<file path="src/rtl/comm_wdog_pkg.sv">
package comm_wdog_pkg;
  typedef enum logic [2:0] {
    MODE_POR        = 3'd0,
    MODE_DETECT     = 3'd1,
    MODE_STANDALONE = 3'd2,
    MODE_LOAD       = 3'd3,
    MODE_RUN        = 3'd4,
    MODE_SLEEP      = 3'd5,
    MODE_LIMP       = 3'd6
  } mode_e;

  localparam int MODE_W = 3;

  // control -> timer strobes
  typedef struct packed {
    logic restart;
    logic count;
  } tmr_ctl_t;

  // timer -> control flags
  typedef struct packed {
    logic porDone;
    logic expired;
  } tmr_sts_t;
endpackage

</file>
<file path="src/rtl/comm_wdog_timer.sv">
module comm_wdog_timer
  import comm_wdog_pkg::*;
#(
  parameter int CNT_W      = 16,
  parameter int POR_CYCLES = 8
) (
  input  logic             clk,
  input  logic             rstN,
  input  tmr_ctl_t         ctl,
  input  logic [CNT_W-1:0] wdogLimit,
  output tmr_sts_t         sts
);
  localparam logic [CNT_W-1:0] PorLast = CNT_W'(POR_CYCLES - 1);
  localparam logic [CNT_W-1:0] One     = CNT_W'(1);

  logic [CNT_W-1:0] cnt;

  always_ff @(posedge clk or negedge rstN) begin
    if (!rstN) cnt <= '0;
    else if (ctl.restart) cnt <= '0;
    else if (ctl.count) cnt <= cnt + One;
  end

  always_comb begin
    sts.porDone = (cnt == PorLast);
    sts.expired = (cnt == (wdogLimit - One));
  end
endmodule

</file>
<file path="src/rtl/comm_wdog_fsm.sv">
module comm_wdog_fsm
  import comm_wdog_pkg::*;
(
  input  logic     clk,
  input  logic     rstN,
  input  logic     frameValid,
  input  logic     wdogEn,
  input  logic     sleepCmd,
  input  logic     softReset,
  input  tmr_sts_t sts,
  output mode_e    mode,
  output tmr_ctl_t ctl
);
  mode_e nextMode;
  logic  watching;
  logic  timeout;

  always_comb begin
    watching = wdogEn && (mode == MODE_DETECT || mode == MODE_LOAD || mode == MODE_RUN);
    timeout  = watching && sts.expired && !frameValid;
    nextMode = mode;
    if (softReset) begin
      nextMode = MODE_POR;
    end else begin
      case (mode)
        MODE_POR:    if (sts.porDone) nextMode = MODE_DETECT;
        MODE_DETECT: begin
          if (!wdogEn || frameValid) nextMode = MODE_LOAD;
          else if (timeout)          nextMode = MODE_STANDALONE;
        end
        MODE_LOAD: begin
          if (!wdogEn || frameValid) nextMode = MODE_RUN;
          else if (timeout)          nextMode = MODE_STANDALONE;
        end
        MODE_RUN: begin
          if (sleepCmd)     nextMode = MODE_SLEEP;
          else if (timeout) nextMode = MODE_LIMP;
        end
        MODE_SLEEP:      if (!sleepCmd) nextMode = MODE_POR;
        MODE_STANDALONE: nextMode = MODE_STANDALONE;
        MODE_LIMP:       nextMode = MODE_LIMP;
        default:         nextMode = MODE_POR;
      endcase
    end
  end

  always_comb begin
    ctl.count   = (mode == MODE_POR) || watching;
    ctl.restart = softReset || (nextMode != mode) ||
                  (watching && frameValid) || !ctl.count;
  end

  always_ff @(posedge clk or negedge rstN) begin
    if (!rstN) mode <= MODE_POR;
    else       mode <= nextMode;
  end
endmodule

</file>
<file path="src/rtl/comm_wdog_outdec.sv">
module comm_wdog_outdec
  import comm_wdog_pkg::*;
#(
  parameter int NUM_CH = 2
) (
  input  mode_e             mode,
  input  logic [NUM_CH-1:0] chEnIn,
  output logic              spiEn,
  output logic              limpBankSel,
  output logic [NUM_CH-1:0] chanOn
);
  logic chanLive;

  always_comb begin
    spiEn       = (mode != MODE_STANDALONE);
    limpBankSel = (mode == MODE_LIMP);
    chanLive    = (mode == MODE_STANDALONE) || (mode == MODE_RUN) || (mode == MODE_LIMP);
  end

  for (genvar ch = 0; ch < NUM_CH; ch++) begin : g_chan
    assign chanOn[ch] = chanLive & chEnIn[ch];
  end
endmodule

</file>
<file path="src/rtl/comm_wdog_mode_ctrl.sv">
module comm_wdog_mode_ctrl
  import comm_wdog_pkg::*;
#(
  parameter int CNT_W      = 16,
  parameter int POR_CYCLES = 8,
  parameter int NUM_CH     = 2
) (
  input  logic              clk,
  input  logic              rstN,
  input  logic              frameValid,
  input  logic              wdogEn,
  input  logic [CNT_W-1:0]  wdogLimit,
  input  logic              sleepCmd,
  input  logic              softReset,
  input  logic [NUM_CH-1:0] chEnIn,
  output logic [MODE_W-1:0] mode,
  output logic              spiEn,
  output logic              limpBankSel,
  output logic [NUM_CH-1:0] chanOn
);
  tmr_ctl_t tmrCtl;
  tmr_sts_t tmrSts;
  mode_e    curMode;

  comm_wdog_timer #(.CNT_W(CNT_W), .POR_CYCLES(POR_CYCLES)) u_timer (
    .clk(clk), .rstN(rstN), .ctl(tmrCtl), .wdogLimit(wdogLimit), .sts(tmrSts)
  );

  comm_wdog_fsm u_fsm (
    .clk(clk), .rstN(rstN), .frameValid(frameValid), .wdogEn(wdogEn),
    .sleepCmd(sleepCmd), .softReset(softReset), .sts(tmrSts),
    .mode(curMode), .ctl(tmrCtl)
  );

  comm_wdog_outdec #(.NUM_CH(NUM_CH)) u_outdec (
    .mode(curMode), .chEnIn(chEnIn), .spiEn(spiEn),
    .limpBankSel(limpBankSel), .chanOn(chanOn)
  );

  assign mode = curMode;
endmodule

</file>
<file path="config.mk">
export PLATFORM = sky130hd
export DESIGN_NAME = comm_wdog_mode_ctrl
export DESIGN_NICKNAME = d
export VERILOG_FILES = /design/src/rtl/comm_wdog_pkg.sv /design/src/rtl/comm_wdog_timer.sv /design/src/rtl/comm_wdog_fsm.sv /design/src/rtl/comm_wdog_outdec.sv /design/src/rtl/comm_wdog_mode_ctrl.sv
export SDC_FILE = /design/constraint.sdc
export NUM_CORES = 1
export LEC_CHECK = 0
export ABC_AREA = 1
export BUFFER_PORTS_ARGS = -buffer_cell sky130_fd_sc_hd__buf_2
export CAP_MARGIN = 10
export CORE_AREA = 5 5 77 79
export CTS_BUF_LIST = sky130_fd_sc_hd__clkbuf_16
export DETAILED_ROUTE_END_ITERATION = 16
export DIE_AREA = 0 0 82 84
export GPL_TIMING_DRIVEN = 0
export HOLD_SLACK_MARGIN = 0.15
export SETUP_SLACK_MARGIN = 0.05
export SLEW_MARGIN = 25
export SYNTH_ARGS = -nofsm -noshare
export SYNTH_HDL_FRONTEND = slang
export SYNTH_HIERARCHICAL = 1
export SYNTH_SLANG_ARGS = --single-unit
</file>
<file path="constraint.sdc">
create_clock -name clk -period 3.8 [get_ports clk]
set_input_delay 0.76 -clock clk [delete_from_list [all_inputs] [get_ports clk]]
set_output_delay 0.76 -clock clk [all_outputs]
set_load 0.005 [all_outputs]
</file>
; After elaboration in Yosys (flattened, before gate mapping)
; Index checks and enable logic that the tools add are counted.
[totals]
inputBits = 24
output_inout_bits = 7
register_bits = 19
[op_classes]
n_addsub = 2
reduce_logical = 18
n_mux = 11
n_bitwise = 2
eq_ne = 10
[op_table]
columns = operator, n
row1 = $mux 16, 2
row2 = $mux 3, 8
row3 = $pmux 3 s7, 1
row4 = $add 16x1->16 const B, 1
row5 = $eq 16x16->1, 1
row6 = $eq 16x3->1 const B, 1
row7 = $sub 16x1->16 const B, 1
row8 = $eq 3x3->1 const B, 3
row9 = $logic_or 1x1->1, 9
row10 = $eq 3x2->1 const B, 2
row11 = $logic_and 1x1->1, 4
row12 = $eq 3x1->1 const B, 1
row13 = $logic_not 1->1, 3
row14 = $logic_not 3->1, 1
row15 = $ne 3x2->1 const B, 1
row16 = $ne 3x3->1, 1
row17 = $and 1x1->1, 2
row18 = $reduce_bool 2->1, 1

; Longest topological paths before layout
; Gate-level depths: netlist of the first run.
[logic_depth]
ltp_word = 15
depth_mapped = 32

; By module
; Netlist of the first run, hierarchy kept.
[by_module_without_submodules]
columns = module, area_per_inst_um2, cells_per_inst, instances
row1 = comm_wdog_timer, 1551.5, 253, 1
row2 = comm_wdog_fsm, 327.8, 54, 1
row3 = comm_wdog_outdec, 41.3, 10, 1

; Worst setup path before layout of the first run
; OpenSTA, ideal clock, no wires.
[synth_timing]
kind = input to register
start = input port wdogLimit[0]
end = register u_timer.cnt[8]
cell_stages = 29
setup_ns = 0.123
setup_slack_ns = 0.473
arrival_ns = 3.204
path_cell_list = inv_1 -> ha_1 -> nand3_1 -> nor2_1 -> nand3_1 -> nand2_1 -> nand3_1 -> nor2_1 -> nand3_1 -> nor2_1 -> nand3_1 -> inv_1 -> nand2_2 -> nand2_1 -> nand2_1 -> nand2_1 -> nand2_2 -> nand2_2 -> nand2_2 -> nand3_2 -> nor2_2 -> clkinv_2 -> nand2_2 -> nor2_4 -> nand3_4 -> nor2_4 -> nand2_2 -> o21ai_0 -> a21oi_1
[synth_lines]
columns = item, line
row1 = "start, declared", comm_wdog_mode_ctrl.sv:12  ; input logic [CNT_W-1:0] wdogLimit,
row2 = "end signal, assigned", comm_wdog_timer.sv:21  ; else if (ctl.count) cnt <= cnt + One;
row3 = "end, declared", comm_wdog_timer.sv:16  ; logic [CNT_W-1:0] cnt;

==> flow_summary_export.csv, run 1 <==
group,metric,value,unit
setup_path,rr_worst_depth,30,
cells_and_area,multi_input_area,0.00130,mm2
timing,final_hold_viol_count,0,
yosys,syn_inst,317,
cells_and_area,drive_above_1_share,0.208,
yosys,synth_warnings,6,
yosys,synth-simple-area-share,0.490,
setup_path,slowest_delay,0.16,ns
setup_path,cp-start-kind,"input port",
clock_network,clock-root-buffer,"clkbuf_16",
cells_and_area,finalNetCount,383,
setup_path,rrSetupSlack,0.61,ns
min_path,hold_path_class,"in -> async",
global_route,grt_usage,0.148,
yosys,ys_ff_latch,19,
route,drcViolationCount,0,
cells_and_area,final_cells,428,
placed_design,post-place-ws,-0.313,ns
run_status,status,"complete, no violations",
cells_and_area,fin_util,0.445,
route,antenna_left,0,
setup_path,worstPathArrival,3.63,ns
power_and_ir_drop,power_density,223,mW/mm2
timing,setup_ws,0.353,ns
yosys,muxShareOfSynthArea,0,
setup_path,critPathCaptureType,"flip-flop",
clock_network,clockBufferDepth,2,
route,dr.pass1.iters,4,
global_route,gr-total-overflow,0,
timing,fin_skew,0.00524,ns
clock_network,clock_sinks,19,
timing,tns,0,ns
yosys,async_flop_share,1.00,
timing,setup_viol,0,
setup_path,crit_path_top_delay_cell,"ha_4",
yosys,synth_xor_area_frac,0.0730,
power_and_ir_drop,peakVddDrop,0.173,mV
cells_and_area,syn2layout_area_growth,22.0,%
placed_design,dpl.hpwl,3900,um
timing,max_slew_margin,0.713,
route,drt_wl_total,4910,um
timing,max_freq,290,MHz
setup_path,critical_path.max_fanout,7,
timing,grt_setup_unrepaired,"false",
timing,post-route-min-period,3.45,ns
global_route,grt_start_max_net_pins,20,
cells_and_area,fill_cells,580,
setup_path,rr_startpoint,"u_timer/cnt[4]",
yosys,ys.flop_type,"dfrtp_1",
cells_and_area,layout_common_cells,"nand2_1 (85), inv_1 (44), nor2_1 (36), buf_2 (32), nand3_1 (30)",
floorplanning,initial_core_util,0.364,
setup_path,worst_path_most_repeated_cell,"nand2_1",
route,num_vias,2082,
yosys,synth_fa_ha_area_frac,0.0130,
floorplanning,die_area,0.00689,mm2
yosys,avgSynthCellArea,6.06,um2
yosys,postSynthNetCount,343,
route,wl_per_cell,11.5,um
route,viasPerCell,4.86,
floorplanning,dieHeight,84,um
global_route,antenna_found_initial,0,
setup_path,critPathKind,"in -> reg",
setup_path,crit_family,"simple AND/OR/NAND/NOR gates",
placed_design,dp_cells,419,
floorplanning,core,0.00527,mm2
yosys,syn_area,0.00192,mm2
power_and_ir_drop,leakagePower,0.00112,uW
setup_path,cp_num_buf_inv,5,
clock_network,htree_levels,1,
global_route,grt_pass1_vias,1838,
timing,slew_viol_final,0,
floorplanning,io-pin-count,31,
floorplanning,die_w,82,um
cells_and_area,final_common_cell,"nand2_1",
placed_design,port_buffers,30,
yosys,synth_edf_count,0,
yosys,synth_top_family_by_area,"simple AND/OR/NAND/NOR gates",
clock_network,cts_tree,"built",
setup_path,r2r-end,"u_timer/cnt[10]",
clock_network,clk_pin_slew,0.05,ns
yosys,yosysSeqAreaShare,0.248,
flow_run,drv_cap,0,
floorplanning,row_count,27,
cells_and_area,seq_area,475,um2
global_route,grt_pass1_wl,8280,um
yosys,synthDistinctLibCells,32,
setup_path,critical_path_required,3.98,ns
timing,fin_crit_sh,0.907,
cells_and_area,diodes,0,
timing,tightest_slew,0.431,ns
clock_network,clkLatencyLatePin,0.25,ns
yosys,synth-compound-area-share,0.0684,
placed_design,place_congestion,0.828,
route,first_iter_violations,140,
clock_network,cts_buffers,3,
## cell families (layout without fill, tap and decap cells)
group	Yosys count	after routing
buffers and inverters	52	91
AOI/OAI and AO/OA	24	24
and+or+nand+nor	204	204
adders and majority gates	2	2
DFF	19	19
xor gates and xnor gates	16	16
## metal layers
metal / global-route usage / vias up / wire length (um)
met5: 0 / - / 0
met4: 0.0468 / 0 / 88
met3: 0.0151 / 8 / 231
met2: 0.242 / 57 / 2380
met1: 0.201 / 930 / 2210
li1: - / 1087 / -
## repair_timing
action / in CTS / in global routing
pin swaps: 0 / 9
hold buffers: 0 / 0
buffers inserted: 0 / 5
gates resized for setup: 2 / 16
setup endpoints to repair: 4 / 9
## cell type report
type | instances | area share
Tap cell | 72 | 0.0384
Buffer | 5 | 0.0128
Timing Repair Buffer | 35 | 0.0801
Inverter | 47 | 0.0763
Clock buffer | 3 | 0.0320
Multi-Input combinational cell | 246 | 0.556
Sequential cell | 19 | 0.203
Clock inverter | 1 | 0.00160
## through the flow
stage	power, uW	hold slack [ns]	cell area, um2
after floorplan	272	0.464	1920
after global placement	307	0.547	2160
after detailed placement	308	0.558	2160
after CTS	518	0.463	2250
after global routing	554	0.491	2340
final	523	0.446	2340
## how the worst max path moves through the flow
stage,startpoint,end,slack (ns),cells past startpoint
after floorplan,wdogLimit[0],u_timer/cnt[8],0.47,29
after global placement,wdogLimit[0],u_timer/cnt[8],-0.28,29
after detailed placement,wdogLimit[0],u_timer/cnt[8],-0.31,29
after CTS,wdogLimit[0],u_timer/cnt[8],0.06,30
after global routing,wdogLimit[4],u_timer/cnt[10],0.04,30
final,wdogLimit[0],u_timer/cnt[10],0.35,31
## report_power, final
group	leakage (uW)	switching (uW)	internal, uW
clock network	0.0000423	68.8	140
logic	0.000818	59.5	40.7
registers	0.000263	6.97	207
total	0.00112	135	387
## cell usage after synthesis, types with 3 or more instances
| cell | number | area [um2] |
|---|---|---|
| o21ai_0 | 9 | 45.0 |
| dfrtp_1 | 19 | 475 |
| nand2_2 | 8 | 50.1 |
| a21oi_1 | 11 | 55.1 |
| nand2_1 | 85 | 319 |
| nor2_4 | 3 | 33.8 |
| nand3_1 | 31 | 155 |
| nor2_1 | 43 | 161 |
| nand3b_1 | 4 | 30.0 |
| nand4_1 | 10 | 62.6 |
| xnor2_1 | 6 | 52.6 |
| xor2_1 | 10 | 87.6 |
| inv_1 | 45 | 169 |
| nor3_1 | 12 | 60.1 |
## registers in the layout, indices dropped and copies added, names as in the netlist
signal / count
u_timer/cnt: 16
u_fsm/mode: 3
Power figures use the tool's default switching activity.
==> run 2: changes to the inputs <==
--- a/config.mk
+++ b/config.mk
@@ -8,12 +8,15 @@
 export ABC_AREA = 1
 export BUFFER_PORTS_ARGS = -buffer_cell sky130_fd_sc_hd__buf_2
 export CAP_MARGIN = 10
+export CELL_PAD_IN_SITES_DETAIL_PLACEMENT = 0
+export CELL_PAD_IN_SITES_GLOBAL_PLACEMENT = 1
 export CORE_AREA = 5 5 77 79
 export CTS_BUF_LIST = sky130_fd_sc_hd__clkbuf_16
 export DETAILED_ROUTE_END_ITERATION = 16
 export DIE_AREA = 0 0 82 84
 export GPL_TIMING_DRIVEN = 0
 export HOLD_SLACK_MARGIN = 0.15
+export PLACE_DENSITY_LB_ADDON = 0.1
 export SETUP_SLACK_MARGIN = 0.05
 export SLEW_MARGIN = 25
 export SYNTH_ARGS = -nofsm -noshare
==> flow_summary_export.csv, run 2 (synthesis gave the netlist of run 1 again) <==
group,metric,value,unit
run_status,status,"complete, no violations",
flow_run,drv_cap,0,
setup_path,critical_path_required,3.98,ns
cells_and_area,reg.largest.list,"u_timer/cnt: 16 flops, u_fsm/mode: 3 flops",
clock_network,cts_buffers,3,
route,drt_wl_total,5270,um
clock_network,postCtsHoldBufs,0,
global_route,grt_pass1_wl,8600,um
route,drcViolationCount,0,
global_route,grt_usage,0.158,
timing,fin_crit_sh,0.898,
timing,max_slew_margin,0.702,
route,wl_per_cell,12.2,um
floorplanning,core,0.00527,mm2
timing,final_hold_viol_count,0,
power_and_ir_drop,leakagePower,0.00115,uW
placed_design,place_congestion,0.849,
setup_path,critPathKind,"in -> reg",
route,dr.pass1.iters,4,
placed_design,dpl.hpwl,4190,um
timing,slew_viol_final,0,
timing,hold_slack,0.450,ns
power_and_ir_drop,peakVddDrop,0.209,mV
floorplanning,row_count,27,
floorplanning,dieHeight,84,um
floorplanning,die_area,0.00689,mm2
cells_and_area,final_cell_area,0.00241,mm2
global_route,grt_start_max_net_pins,20,
floorplanning,io-pin-count,31,
clock_network,htree_levels,1,
timing,grt_setup_unrepaired,"false",
global_route,grt_pass1_vias,1884,
timing,fin_skew,0.000939,ns
power_and_ir_drop,power_density,221,mW/mm2
setup_path,worstPathArrival,3.60,ns
setup_path,worst_path_most_repeated_cell,"nand2_1",
placed_design,post-place-ws,-0.331,ns
timing,setup_viol,0,
route,viasPerCell,4.79,
min_path,hold_path_class,"in -> async",
floorplanning,initial_core_util,0.364,
route,first_iter_violations,84,
timing,setup_ws,0.387,ns
timing,post-route-min-period,3.41,ns
floorplanning,die_w,82,um
placed_design,place_area,0.00216,mm2
timing,max_freq,293,MHz
cells_and_area,drive_above_1_share,0.240,
cells_and_area,final_common_cell,"nand2_1",
clock_network,clock-root-buffer,"clkbuf_16",
global_route,antenna_found_initial,0,
cells_and_area,finalNetCount,386,
clock_network,clock_sinks,19,
clock_network,cts_tree,"built",
route,num_vias,2063,
cells_and_area,diodes,0,
clock_network,clockBufferDepth,2,
placed_design,port_buffers,30,
clock_network,clkLatencyLatePin,0.25,ns
setup_path,critPathCaptureType,"flip-flop",
cells_and_area,largest_reg_flops,16,
global_route,gr-total-overflow,0,
timing,tightest_slew,0.447,ns
setup_path,slowest_delay,0.26,ns
setup_path,critical_path.max_fanout,6,
cells_and_area,syn2layout_area_growth,25.3,%
cells_and_area,largest_register,"u_timer/cnt",
setup_path,cp-start-kind,"input port",
timing,tns,0,ns
clock_network,clk_pin_slew,0.05,ns
route,antenna_left,0,
setup_path,crit_path_top_delay_cell,"ha_4",
cells_and_area,layout_common_cells,"nand2_1 (82), inv_1 (43), nor2_1 (33), buf_2 (32), nand3_1 (28)",
power_and_ir_drop,power,532,uW
==> run 2: cell count changes in the layout (fill, tap and decap cells not counted), moves of 2 or more <==
cell and change:
nand2_1 -3, buf_4 +3, nor2_4 +2, nand2_2 +2, nand3_1 -2, nand3_2 +2
nor2_1 -3
==> run 2: final cells by class <==
cell class | count | area [um2]
sequential | 19 | 475
timing repair buffer | 38 | 210
multi-input combinational | 246 | 1340
tap | 72 | 90.1
clock inverter | 1 | 3.75
clock buffer | 3 | 75.1
fill | 607 | 2860
inverter | 47 | 179
buffer | 5 | 30.0
==> run 2: repair_timing <==
action | CTS | global route
pin swaps | 0 | 16
buffers inserted | 0 | 8
setup endpoints to repair | 5 | 7
resized for setup | 5 | 25
==> run 2: where the power goes <==
part / total [uW] / switching (uW) / internal, uW
logic: 103 / 61.6 / 41.7
clock network: 216 / 75.5 / 140
registers: 214 / 6.62 / 207
total: 532 / 144 / 389
==> run 2: worst max-delay path: cells and delay by family <==
family	cells	cell delay, ns
adders and majority gates	1	0.26
AOI/OAI and AO/OA	1	0.13
and+or+nand+nor	22	1.93
buffers and inverters	5	0.37
xor gates and xnor gates	1	0.13
==> run 2: per-layer routing <==
layer | part of all wire | GRT usage | vias to the layer above
met1 | 0.51 | 0.220 | 933
li1 | - | - | 1102
met5 | 0 | 0 | -
met4 | 0.016 | 0.0589 | 0
met2 | 0.45 | 0.248 | 22
met3 | 0.030 | 0.0173 | 6
==> run 2: path summary, 6_finish.rpt <==
| path | startpoint | end | depth (start not counted) | slack (ns) |
|---|---|---|---|---|
| min in group clk | u_timer/cnt[1] | u_timer/cnt[1] | 2 | 0.54 |
| worst max register to register | u_timer/cnt[4] | u_timer/cnt[10] | 30 | 0.54 |
| worst min register to register | u_timer/cnt[1] | u_timer/cnt[1] | 2 | 0.54 |
| worst max-delay path | wdogLimit[0] | u_timer/cnt[10] | 30 | 0.39 |
| worst min-delay path | rstN | u_timer/cnt[3] | 1 | 0.45 |
| max in group asynchronous | rstN | u_timer/cnt[15] | 1 | 3.04 |
==> run 2: metrics by stage <==
| step | cells | utilization |
|---|---|---|
| after floorplan | 317 | - |
| after global placement | 419 | 0.410 |
| after detailed placement | 419 | 0.410 |
| after CTS | 423 | 0.429 |
| after global routing | 431 | 0.457 |
| final | 431 | 0.457 |
==> run 3: changes to the inputs <==
--- a/config.mk
+++ b/config.mk
@@ -15,8 +15,9 @@
 export DETAILED_ROUTE_END_ITERATION = 16
 export DIE_AREA = 0 0 82 84
 export GPL_TIMING_DRIVEN = 0
-export HOLD_SLACK_MARGIN = 0.15
+export HOLD_SLACK_MARGIN = 0.1
 export PLACE_DENSITY_LB_ADDON = 0.1
+export REMOVE_ABC_BUFFERS = 1
 export SETUP_SLACK_MARGIN = 0.05
 export SLEW_MARGIN = 25
 export SYNTH_ARGS = -nofsm -noshare
==> flow_summary_export.csv, run 3 (synthesis gave the netlist of run 1 again) <==
group,metric,value,unit
cells_and_area,drive_above_1_share,0.215,
floorplanning,core,0.00527,mm2
power_and_ir_drop,share_comb_of_total_power,0.193,
timing,final_hold_viol_count,0,
setup_path,rrSetupSlack,0.50,ns
setup_path,slowest_delay,0.20,ns
setup_path,r2r-end,"u_timer/cnt[10]",
global_route,grt_pass1_wl,8860,um
timing,post-route-min-period,3.45,ns
cells_and_area,reg.largest.list,"u_timer/cnt: 16 flops, u_fsm/mode: 3 flops",
global_route,grt_start_max_net_pins,20,
timing,max_freq,290,MHz
cells_and_area,finalNetCount,380,
power_and_ir_drop,p_clk_frac,0.403,
setup_path,crit_end,"u_timer/cnt[10]",
setup_path,worst_path_most_repeated_cell,"nand2_1",
power_and_ir_drop,p_seq_frac,0.404,
cells_and_area,largest_register,"u_timer/cnt",
timing,tightest_slew,0.453,ns
setup_path,rr_worst_depth,30,
cells_and_area,largest_reg_flops,16,
flow_run,drv_cap,0,
cells_and_area,layout_common_cells,"nand2_1 (83), inv_1 (43), nor2_1 (35), nand3_1 (30), buf_2 (28)",
power_and_ir_drop,switching_power,142,uW
setup_path,critical_path.max_fanout,5,
setup_path,critPathCaptureType,"flip-flop",
placed_design,dpl.hpwl,4150,um
clock_network,clk_pin_slew,0.06,ns
setup_path,crit_path_top_delay_cell,"nor2_4",
global_route,grt_usage,0.159,
floorplanning,die_w,82,um
placed_design,port_buffers,30,
route,num_vias,2012,
timing,grt_setup_unrepaired,"false",
cells_and_area,fill_cells,593,
route,wl_per_cell,12.2,um
timing,max_slew_margin,0.698,
power_and_ir_drop,power_density,224,mW/mm2
setup_path,rr_startpoint,"u_timer/cnt[4]",
clock_network,clock-root-buffer,"clkbuf_16",
setup_path,worstPathArrival,3.63,ns
floorplanning,dieHeight,84,um
timing,fin_crit_sh,0.908,
global_route,gr-total-overflow,0,
floorplanning,initial_core_util,0.364,
clock_network,clockBufferDepth,2,
clock_network,htree_levels,1,
setup_path,startpoint,"wdogLimit[2]",
run_status,status,"complete, no violations",
route,drcViolationCount,0,
global_route,antenna_found_initial,0,
floorplanning,io-pin-count,31,
min_path,hold_path_class,"in -> async",
route,viasPerCell,4.73,
setup_path,critPathKind,"in -> reg",
setup_path,cp-start-kind,"input port",
route,dr.pass1.iters,4,
route,antenna_left,0,
timing,hold_slack,0.449,ns
power_and_ir_drop,leakagePower,0.00112,uW
timing,slew_viol_final,0,
setup_path,critical_path_required,3.98,ns
cells_and_area,syn2layout_area_growth,23.6,%
global_route,grt_pass1_vias,1879,
floorplanning,row_count,27,
route,drt_wl_total,5190,um
timing,fin_skew,0.00175,ns
power_and_ir_drop,netSwitchingFraction,0.268,
timing,setup_viol,0,
placed_design,place_congestion,0.804,
power_and_ir_drop,intPower,389,uW
cells_and_area,diodes,0,
clock_network,cts_tree,"built",
cells_and_area,final_common_cell,"nand2_1",
clock_network,clock_sinks,19,
timing,tns,0,ns
clock_network,clkLatencyLatePin,0.25,ns
route,first_iter_violations,92,
floorplanning,die_area,0.00689,mm2
clock_network,cts_buffers,3,
power_and_ir_drop,peakVddDrop,0.213,mV
[run 3: layer usage]
layer  vias up  part of all wire  GRT usage
met5         -                 0          0
met2        43              0.48      0.248
met3         2             0.046     0.0162
li1       1083                 -          -
met4         0            0.0040     0.0272
met1       884              0.47      0.237
[run 3: area by class of cell]
class / count / area [um2] / share of cell area
multi-input combinational: 246 / 1320 / 0.556
sequential: 19 / 475 / 0.200
timing repair buffer: 37 / 228 / 0.0959
inverter: 47 / 181 / 0.0764
tap: 72 / 90.1 / 0.0380
clock buffer: 3 / 75.1 / 0.0316
clock inverter: 1 / 3.75 / 0.00158
[run 3: how the worst min path moves through the flow]
stage	from	end	slack, ns	cells past startpoint
after floorplan	rstN	u_fsm/mode[0]	0.46	0
after global routing	rstN	u_timer/cnt[1]	0.49	1
after CTS	rstN	u_timer/cnt[1]	0.47	1
after detailed placement	u_timer/cnt[1]	u_timer/cnt[1]	0.57	2
after global placement	u_timer/cnt[1]	u_timer/cnt[1]	0.56	2
final	rstN	u_timer/cnt[1]	0.45	1
[run 3: what timing repair did]
item | 4_1_cts | 5_1_grt
pin swaps | 0 | 18
resized for setup | 5 | 22
endpoints found under the hold margin | 0 | 0
endpoints found under the setup margin | 7 | 7
hold buffers | 0 | 0
buffers inserted | 0 | 7
[run 3: worst max-delay path: cells and delay by family]
kind	cells	cell delay, ns
compound gates	1	0.14
buf+inv	3	0.28
simple gates	26	2.45
[run 3: through the flow]
stage | instance area (um2) | instances | total power (uW) | util | setup slack, ns
6_report | 2370 | 425 | 531 | 0.450 | 0.349
3_3_place_gp | 2130 | 414 | 308 | 0.404 | -0.375
5_1_grt | 2370 | 425 | 562 | 0.450 | 0.0332
2_1_floorplan | 1890 | 312 | 271 | - | 0.442
4_1_cts | 2230 | 418 | 525 | 0.423 | 0.0635
3_5_place_dp | 2130 | 414 | 308 | 0.404 | -0.396
[run 3: power by group through the flow]
stage | Clock (uW) | Combinational (uW) | Sequential [uW]
floorplan | 0 | 55.2 | 216
global placement | 0 | 89.3 | 218
detailed placement | 0 | 89.2 | 219
CTS | 219 | 90.9 | 215
global route | 229 | 118 | 216
finish | 214 | 102 | 215
